==> src/rtl/dlp_pkg.sv <==
package dlp_pkg;
  // Which half of a sample a byte write targets
  typedef enum logic {
    HALF_LO = 1'b0,
    HALF_HI = 1'b1
  } byte_half_e;

  localparam int unsigned BYTE_W = 8;
endpackage

==> src/rtl/dlp_wr_decode.sv <==
module dlp_wr_decode
  import dlp_pkg::*;
#(
  parameter int unsigned AW    = 9,
  parameter int unsigned NCH   = 2,
  parameter int unsigned DEPTH = 8,
  parameter int unsigned BASE  = 'h11F,
  localparam int unsigned IW   = (DEPTH > 1) ? $clog2(DEPTH) : 1,
  localparam int unsigned SPAN = 2 * DEPTH
) (
  input  logic           clk,
  input  logic           rst_n,
  input  logic           wr,
  input  logic [AW-1:0]  addr,
  output logic [NCH-1:0] ch_sel,
  output logic [IW-1:0]  slot,
  output byte_half_e     half
);
  localparam int unsigned OW = $clog2(SPAN);

  logic [AW:0] rel;
  logic [AW:0] base_w;

  assign base_w = (AW+1)'(BASE);
  assign rel    = {1'b0, addr} - base_w;

  genvar c;
  generate
    for (c = 0; c < NCH; c++) begin : g_win
      localparam int unsigned LO = BASE + c * SPAN;
      logic [AW:0] a_w;
      assign a_w = {1'b0, addr};
      assign ch_sel[c] = wr && (a_w >= (AW+1)'(LO)) && (a_w < (AW+1)'(LO + SPAN));
    end
  endgenerate

  logic [OW-1:0] off;
  assign off  = rel[OW-1:0];
  assign slot = off[OW-1:1];
  assign half = off[0] ? HALF_HI : HALF_LO;

  // An address may fall in at most one channel window
  assert_one_window_R4: assert property (@(posedge clk) disable iff (!rst_n)
    $onehot0(ch_sel));
endmodule

==> src/rtl/dlp_sample_bank.sv <==
module dlp_sample_bank
  import dlp_pkg::*;
#(
  parameter int unsigned DEPTH = 8,
  parameter int unsigned SW    = 12,
  localparam int unsigned IW   = (DEPTH > 1) ? $clog2(DEPTH) : 1,
  localparam int unsigned HW   = SW - BYTE_W
) (
  input  logic              clk,
  input  logic              rst_n,
  input  logic              wr,
  input  logic [IW-1:0]     slot,
  input  byte_half_e        half,
  input  logic [BYTE_W-1:0] data,
  input  logic [IW-1:0]     rd_idx,
  output logic [SW-1:0]     rd_data
);
  logic [DEPTH-1:0][BYTE_W-1:0] stage_q;
  logic [DEPTH-1:0][SW-1:0]     mem_q;

  genvar k;
  generate
    for (k = 0; k < DEPTH; k++) begin : g_ent
      logic hit;
      assign hit = wr && (slot == IW'(k));
      always_ff @(posedge clk or negedge rst_n) begin
        if (!rst_n) begin
          stage_q[k] <= '0;
          mem_q[k]   <= '0;
        end else if (hit) begin
          if (half == HALF_LO) stage_q[k] <= data;
          else                 mem_q[k]   <= {data[HW-1:0], stage_q[k]};
        end
      end
    end
  endgenerate

  assign rd_data = mem_q[rd_idx];

  // Staging a low byte alone must never alter a committed sample
  assert_lo_no_commit_R6: assert property (@(posedge clk) disable iff (!rst_n)
    (wr && half == HALF_LO) |=> $stable(mem_q));
endmodule

==> src/rtl/dlp_play_index.sv <==
module dlp_play_index #(
  parameter int unsigned DEPTH = 8,
  localparam int unsigned IW   = (DEPTH > 1) ? $clog2(DEPTH) : 1
) (
  input  logic          clk,
  input  logic          rst_n,
  input  logic          en,
  output logic [IW-1:0] idx
);
  localparam logic [IW-1:0] LAST = IW'(DEPTH - 1);

  always_ff @(posedge clk or negedge rst_n) begin
    if (!rst_n)          idx <= '0;
    else if (!en)        idx <= '0;
    else if (idx == LAST) idx <= '0;
    else                 idx <= idx + 1'b1;
  end

  assert_idle_zero_R2: assert property (@(posedge clk) disable iff (!rst_n)
    !en |=> idx == '0);
  assert_wrap_R3: assert property (@(posedge clk) disable iff (!rst_n)
    (en && idx == LAST) |=> idx == '0);
  assert_step_R3: assert property (@(posedge clk) disable iff (!rst_n)
    (en && idx != LAST) |=> idx == IW'($past(idx) + 1'b1));
endmodule

==> src/rtl/dlp_out_stage.sv <==
module dlp_out_stage #(
  parameter int unsigned SW = 12
) (
  input  logic          clk,
  input  logic          rst_n,
  input  logic          en,
  input  logic [SW-1:0] pat,
  input  logic [SW-1:0] live,
  output logic [SW-1:0] q
);
  always_ff @(posedge clk or negedge rst_n) begin
    if (!rst_n) q <= '0;
    else        q <= en ? pat : live;
  end

  assert_live_latency_R7: assert property (@(posedge clk) disable iff (!rst_n)
    !en |=> q == $past(live));
endmodule

==> src/rtl/dac_loop_pattern.sv <==
module dac_loop_pattern
  import dlp_pkg::*;
#(
  parameter int unsigned NCH   = 2,
  parameter int unsigned DEPTH = 8,
  parameter int unsigned SW    = 12,
  parameter int unsigned AW    = 9,
  parameter int unsigned BASE  = 'h11F,
  localparam int unsigned IW   = (DEPTH > 1) ? $clog2(DEPTH) : 1
) (
  input  logic              clk,
  input  logic              rst_n,
  input  logic              reg_wr,
  input  logic [AW-1:0]     reg_addr,
  input  logic [BYTE_W-1:0] reg_data,
  input  logic [NCH-1:0]    loop_en,
  input  logic [NCH*SW-1:0] live_in,
  output logic [NCH*SW-1:0] dac_out
);
  logic [NCH-1:0] ch_sel;
  logic [IW-1:0]  wr_slot;
  byte_half_e     wr_half;

  dlp_wr_decode #(
    .AW(AW), .NCH(NCH), .DEPTH(DEPTH), .BASE(BASE)
  ) u_dec (
    .clk(clk), .rst_n(rst_n), .wr(reg_wr), .addr(reg_addr),
    .ch_sel(ch_sel), .slot(wr_slot), .half(wr_half)
  );

  genvar c;
  generate
    for (c = 0; c < NCH; c++) begin : g_ch
      logic [IW-1:0] idx;
      logic [SW-1:0] pat;

      dlp_play_index #(.DEPTH(DEPTH)) u_idx (
        .clk(clk), .rst_n(rst_n), .en(loop_en[c]), .idx(idx)
      );

      dlp_sample_bank #(.DEPTH(DEPTH), .SW(SW)) u_bank (
        .clk(clk), .rst_n(rst_n), .wr(ch_sel[c]), .slot(wr_slot),
        .half(wr_half), .data(reg_data), .rd_idx(idx), .rd_data(pat)
      );

      dlp_out_stage #(.SW(SW)) u_out (
        .clk(clk), .rst_n(rst_n), .en(loop_en[c]), .pat(pat),
        .live(live_in[c*SW +: SW]), .q(dac_out[c*SW +: SW])
      );
    end
  endgenerate
endmodule

==> config.mk <==
export PLATFORM = sky130hd
export DESIGN_NAME = dac_loop_pattern
export DESIGN_NICKNAME = d
export VERILOG_FILES = /design/src/rtl/dlp_pkg.sv /design/src/rtl/dlp_wr_decode.sv /design/src/rtl/dlp_sample_bank.sv /design/src/rtl/dlp_play_index.sv /design/src/rtl/dlp_out_stage.sv /design/src/rtl/dac_loop_pattern.sv
export SDC_FILE = /design/constraint.sdc
export NUM_CORES = 1
export LEC_CHECK = 0
export CELL_PAD_IN_SITES_DETAIL_PLACEMENT = 0
export CELL_PAD_IN_SITES_GLOBAL_PLACEMENT = 1
export CORE_MARGIN = 3
export CORE_UTILIZATION = 49
export CTS_CLUSTER_DIAMETER = 30
export DETAILED_ROUTE_END_ITERATION = 6
export DONT_BUFFER_PORTS = 1
export PLACE_DENSITY_LB_ADDON = 0.1
export SYNTH_ARGS = -nofsm -noshare
export SYNTH_HDL_FRONTEND = slang
export SYNTH_SLANG_ARGS = --single-unit
==> constraint.sdc <==
create_clock -name clk -period 1.7 [get_ports clk]
set_input_delay 0.255 -clock clk [delete_from_list [all_inputs] [get_ports clk]]
set_output_delay 0.255 -clock clk [all_outputs]
set_load 0.02 [all_outputs]
==> flow_summary.json <==
{
  "globalplace.congestion": 0.891,
  "synthTopCellsByCount": "350 x dfrtp_1, 239 x mux2_2, 53 x o21ai_0, 48 x mux4_2, 35 x nor2_1",
  "cp_slowest_stage_delay_ns": 0.55,
  "yosysSeqAreaShare_pct": 58.5,
  "synth_seq_cells": 350,
  "overflow": 0,
  "ys.flop_type": "dfrtp_1",
  "min_path_type": "input pin to asynchronous set/reset pin",
  "cts-htree-levels": 3,
  "n_antenna_cell": 0,
  "synth_fa_ha_area_share_pct": 0.418,
  "crit_buf_inv": 2,
  "synth_nets": 1048,
  "cts-buffers-inserted": 73,
  "cap_violations": 0,
  "yosys_warnings": 0,
  "ant_nets": 0,
  "top_usage_layer": "met2",
  "final_max_slew_viol_count": 0,
  "cts_hold_buf": 10,
  "critPathTopFamily": "multiplexers",
  "first_pass_iters": 5,
  "placed_cell_area_um2": 16400,
  "cts_tree": "built",
  "synthMuxAreaShare_pct": 28.5,
  "synth_top_cells_by_area": "dfrtp_1 59%, mux2_2 18%, mux4_2 7.2%",
  "drc": 0,
  "die_area_um2": 32700,
  "fin_cells": 1558,
  "arrival_ns": 2.11,
  "crit_path_cell_trace": "buf_12 > buf_4 > mux4_2 > mux2i_1 > a21oi_1",
  "antenna_found_initial": 1,
  "synth_xor_area_share_pct": 0,
  "use_met1_pct": 34.8,
  "gr-usage-met2_pct": 35.3,
  "worst_slack_ns": 0.0219,
  "fin_nets": 1161,
  "multi_input_area_um2": 6270,
  "pwr-share-comb_pct": 6.6,
  "viasPerCell": 5.74,
  "synthCells": 997,
  "internal_power_mw": 19.8,
  "period_needed_ns": 1.68,
  "portBuffers": 0,
  "avgSynthCellArea_um2": 15.0,
  "synth-simple-area-share_pct": 4.51,
  "violations": "negative hold slack",
  "crit_slowest_cell": "mux4_2",
  "peakVddDrop_v": 0.000827,
  "synth_top_family_by_area": "multiplexers",
  "crit_fanout": 17,
  "seq_area_um2": 8760,
  "start_util_pct": 50.1,
  "start_kind": "register",
  "slew_headroom_pct": 14.1,
  "cts_sinks": 350,
  "fp.coreArea_um2": 29900,
  "p_seq_share_pct": 36.9,
  "grt_max_degree": 351,
  "fp.dieH_um": 181,
  "finalSetupViolations": 0,
  "finalWirelength_um": 37600,
  "fin_crit_sh_pct": 98.7,
  "cts_root_buf": "clkbuf_16",
  "vias": 8936,
  "fmax_ghz": 0.596,
  "insertion_delay_ns": 0.56,
  "cellPowerDensity_nw_per_um2": 1330,
  "n_fill_cell": 2124,
  "synthesis.area_um2": 15000,
  "postLayoutCellArea_um2": 19300,
  "finClkSkew_ns": 0.0127,
  "floorplan.rows": 63,
  "clk_pin_slew_ns": 0.05,
  "dp_slack_ns": -0.350,
  "synth_edf_count": 0,
  "fp.dieW_um": 181,
  "clk_path_buf_depth": 3,
  "rsz0062_at_grt": "true",
  "yosysTopAreaCellShare_pct": 58.5,
  "ys_async_sr_fraction_pct": 100,
  "endpoint_kind": "register",
  "grt_pass1_vias": 9825,
  "status": "finished, violations left",
  "grtUsageMet3_pct": 5.48,
  "total_leakage_power_nw": 8.94,
  "switchingPower_mw": 5.86,
  "syn_to_final_growth_pct": 28.7,
  "place_hpwl_um": 23700,
  "crit_type": "register to register",
  "required_ns": 2.13,
  "io_pins": 70,
  "holdWs_ns": -0.601,
  "hold_viol_final": 380,
  "p_total_mw": 25.7,
  "p_clk_share_pct": 56.5,
  "worst_slew_pin_slew_ns": 1.29,
  "synth.most_common_cell": "dfrtp_1",
  "post_drt_wl_per_cell_um": 24.1,
  "drt-initial-drc-count": 621,
  "synth_cell_types": 51,
  "grt_pass1_wl_um": 59500,
  "p_sw_share_pct": 22.8,
  "dpl.cell_count": 1404,
  "drive_above_1_share_pct": 48.5,
  "grt_usage_pct": 23.5,
  "synth_compound_area_share_pct": 5.90,
  "yosysTopAreaCell": "dfrtp_1"
}
==> flip-flops by register name (all words and copies together), names as in the netlist <==
signal	flops
g_ch.u_bank.stage_q	128
g_ch.u_out.q	24
g_ch.u_bank.mem_q	192
g_ch.u_idx.idx	6
==> timing repair <==
item                                   in CTS  in global routing
endpoints found under the hold margin     559                380
setup endpoints to repair                   7                 38
resized for setup                           4                  4
pin swaps                                   0                  1
setup buffers                               2                  8
cloned                                      1                  0
==> per-stage QoR <==
stage           TNS [ns]  utilization [%]
6_report               0             64.5
5_1_grt           -0.121             64.5
4_1_cts        -0.000784             64.2
3_5_place_dp      -76.21             55.0
3_3_place_gp      -71.77             55.0
2_1_floorplan     -33.93                -
==> cell families (layout without fill, tap and decap cells) <==
logic type | count (synthesis) | in the layout
compound gates | 132 | 132
mux | 328 | 328
buf+inv | 69 | 240
fa+ha+maj | 5 | 5
simple gates | 113 | 113
flops | 350 | 350
==> final timing paths <==
kind	from	end	slack [ns]	depth (start not counted)
max	g_ch[1].u_idx.idx[0]$_DFF_PN0_	g_ch[1].u_out.q[1]$_DFF_PN0_	0.02	5
min	rst_n	g_ch[0].u_out.q[2]$_DFF_PN0_	-0.60	0
max reg2reg	g_ch[1].u_idx.idx[0]$_DFF_PN0_	g_ch[1].u_out.q[1]$_DFF_PN0_	0.02	5
min reg2reg	g_ch[0].u_bank.mem_q[95]$_DFFE_PN0P_	g_ch[0].u_bank.mem_q[95]$_DFFE_PN0P_	0.48	1
max in group asynchronous	rst_n	g_ch[1].u_bank.stage_q[30]$_DFFE_PN0P_	1.71	0
min in group clk	loop_en[0]	g_ch[0].u_out.q[6]$_DFF_PN0_	-0.22	1
==> placed cells by master, fill, tap and decap left out, drive strengths merged, types with 2 or more instances in the layout <==
| master | instances |
|---|---|
| a21boi | 2 |
| a21oi | 25 |
| a31oi | 2 |
| and2 | 6 |
| buf | 93 |
| bufinv | 9 |
| clkbuf | 95 |
| clkinv | 18 |
| clkinvlp | 6 |
| dfrtp | 350 |
| dlygate4sd3 | 6 |
| dlymetal6s4s | 2 |
| ha | 5 |
| inv | 11 |
| mux2 | 256 |
| mux2i | 24 |
| mux4 | 48 |
| nand2 | 30 |
| nand3 | 4 |
| nand4 | 4 |
| nor2 | 48 |
| nor3 | 6 |
| nor3b | 3 |
| o21ai | 58 |
| o22ai | 4 |
| o2bb2ai | 32 |
| or3 | 5 |
==> area by class of cell <==
type,count,area share [%]
multi-input combinational,578,32.6
timing repair buffer,101,5.94
clock buffer,95,10.5
inverter,6,0.130
clock inverter,38,2.83
sequential,350,45.5
tap,390,2.53
==> per-layer routing <==
metal	wire, um	share of wire, %	vias to the layer above
li1	-	-	3903
met1	17700	47	4762
met2	17400	46	227
met3	1930	5.1	44
met4	570	1.5	0
met5	0	0	-
==> power groups by stage <==
stage               combinational (mW)  clock (mW)  sequential (mW)
floorplan                         1.25           0             9.44
global placement                  1.47           0             9.56
detailed placement                1.53           0             9.60
CTS                               1.67        14.7             9.49
global route                      1.82        15.2             9.56
finish                            1.69        14.5             9.49
Note: power is estimated with default switching activity, not from simulation.
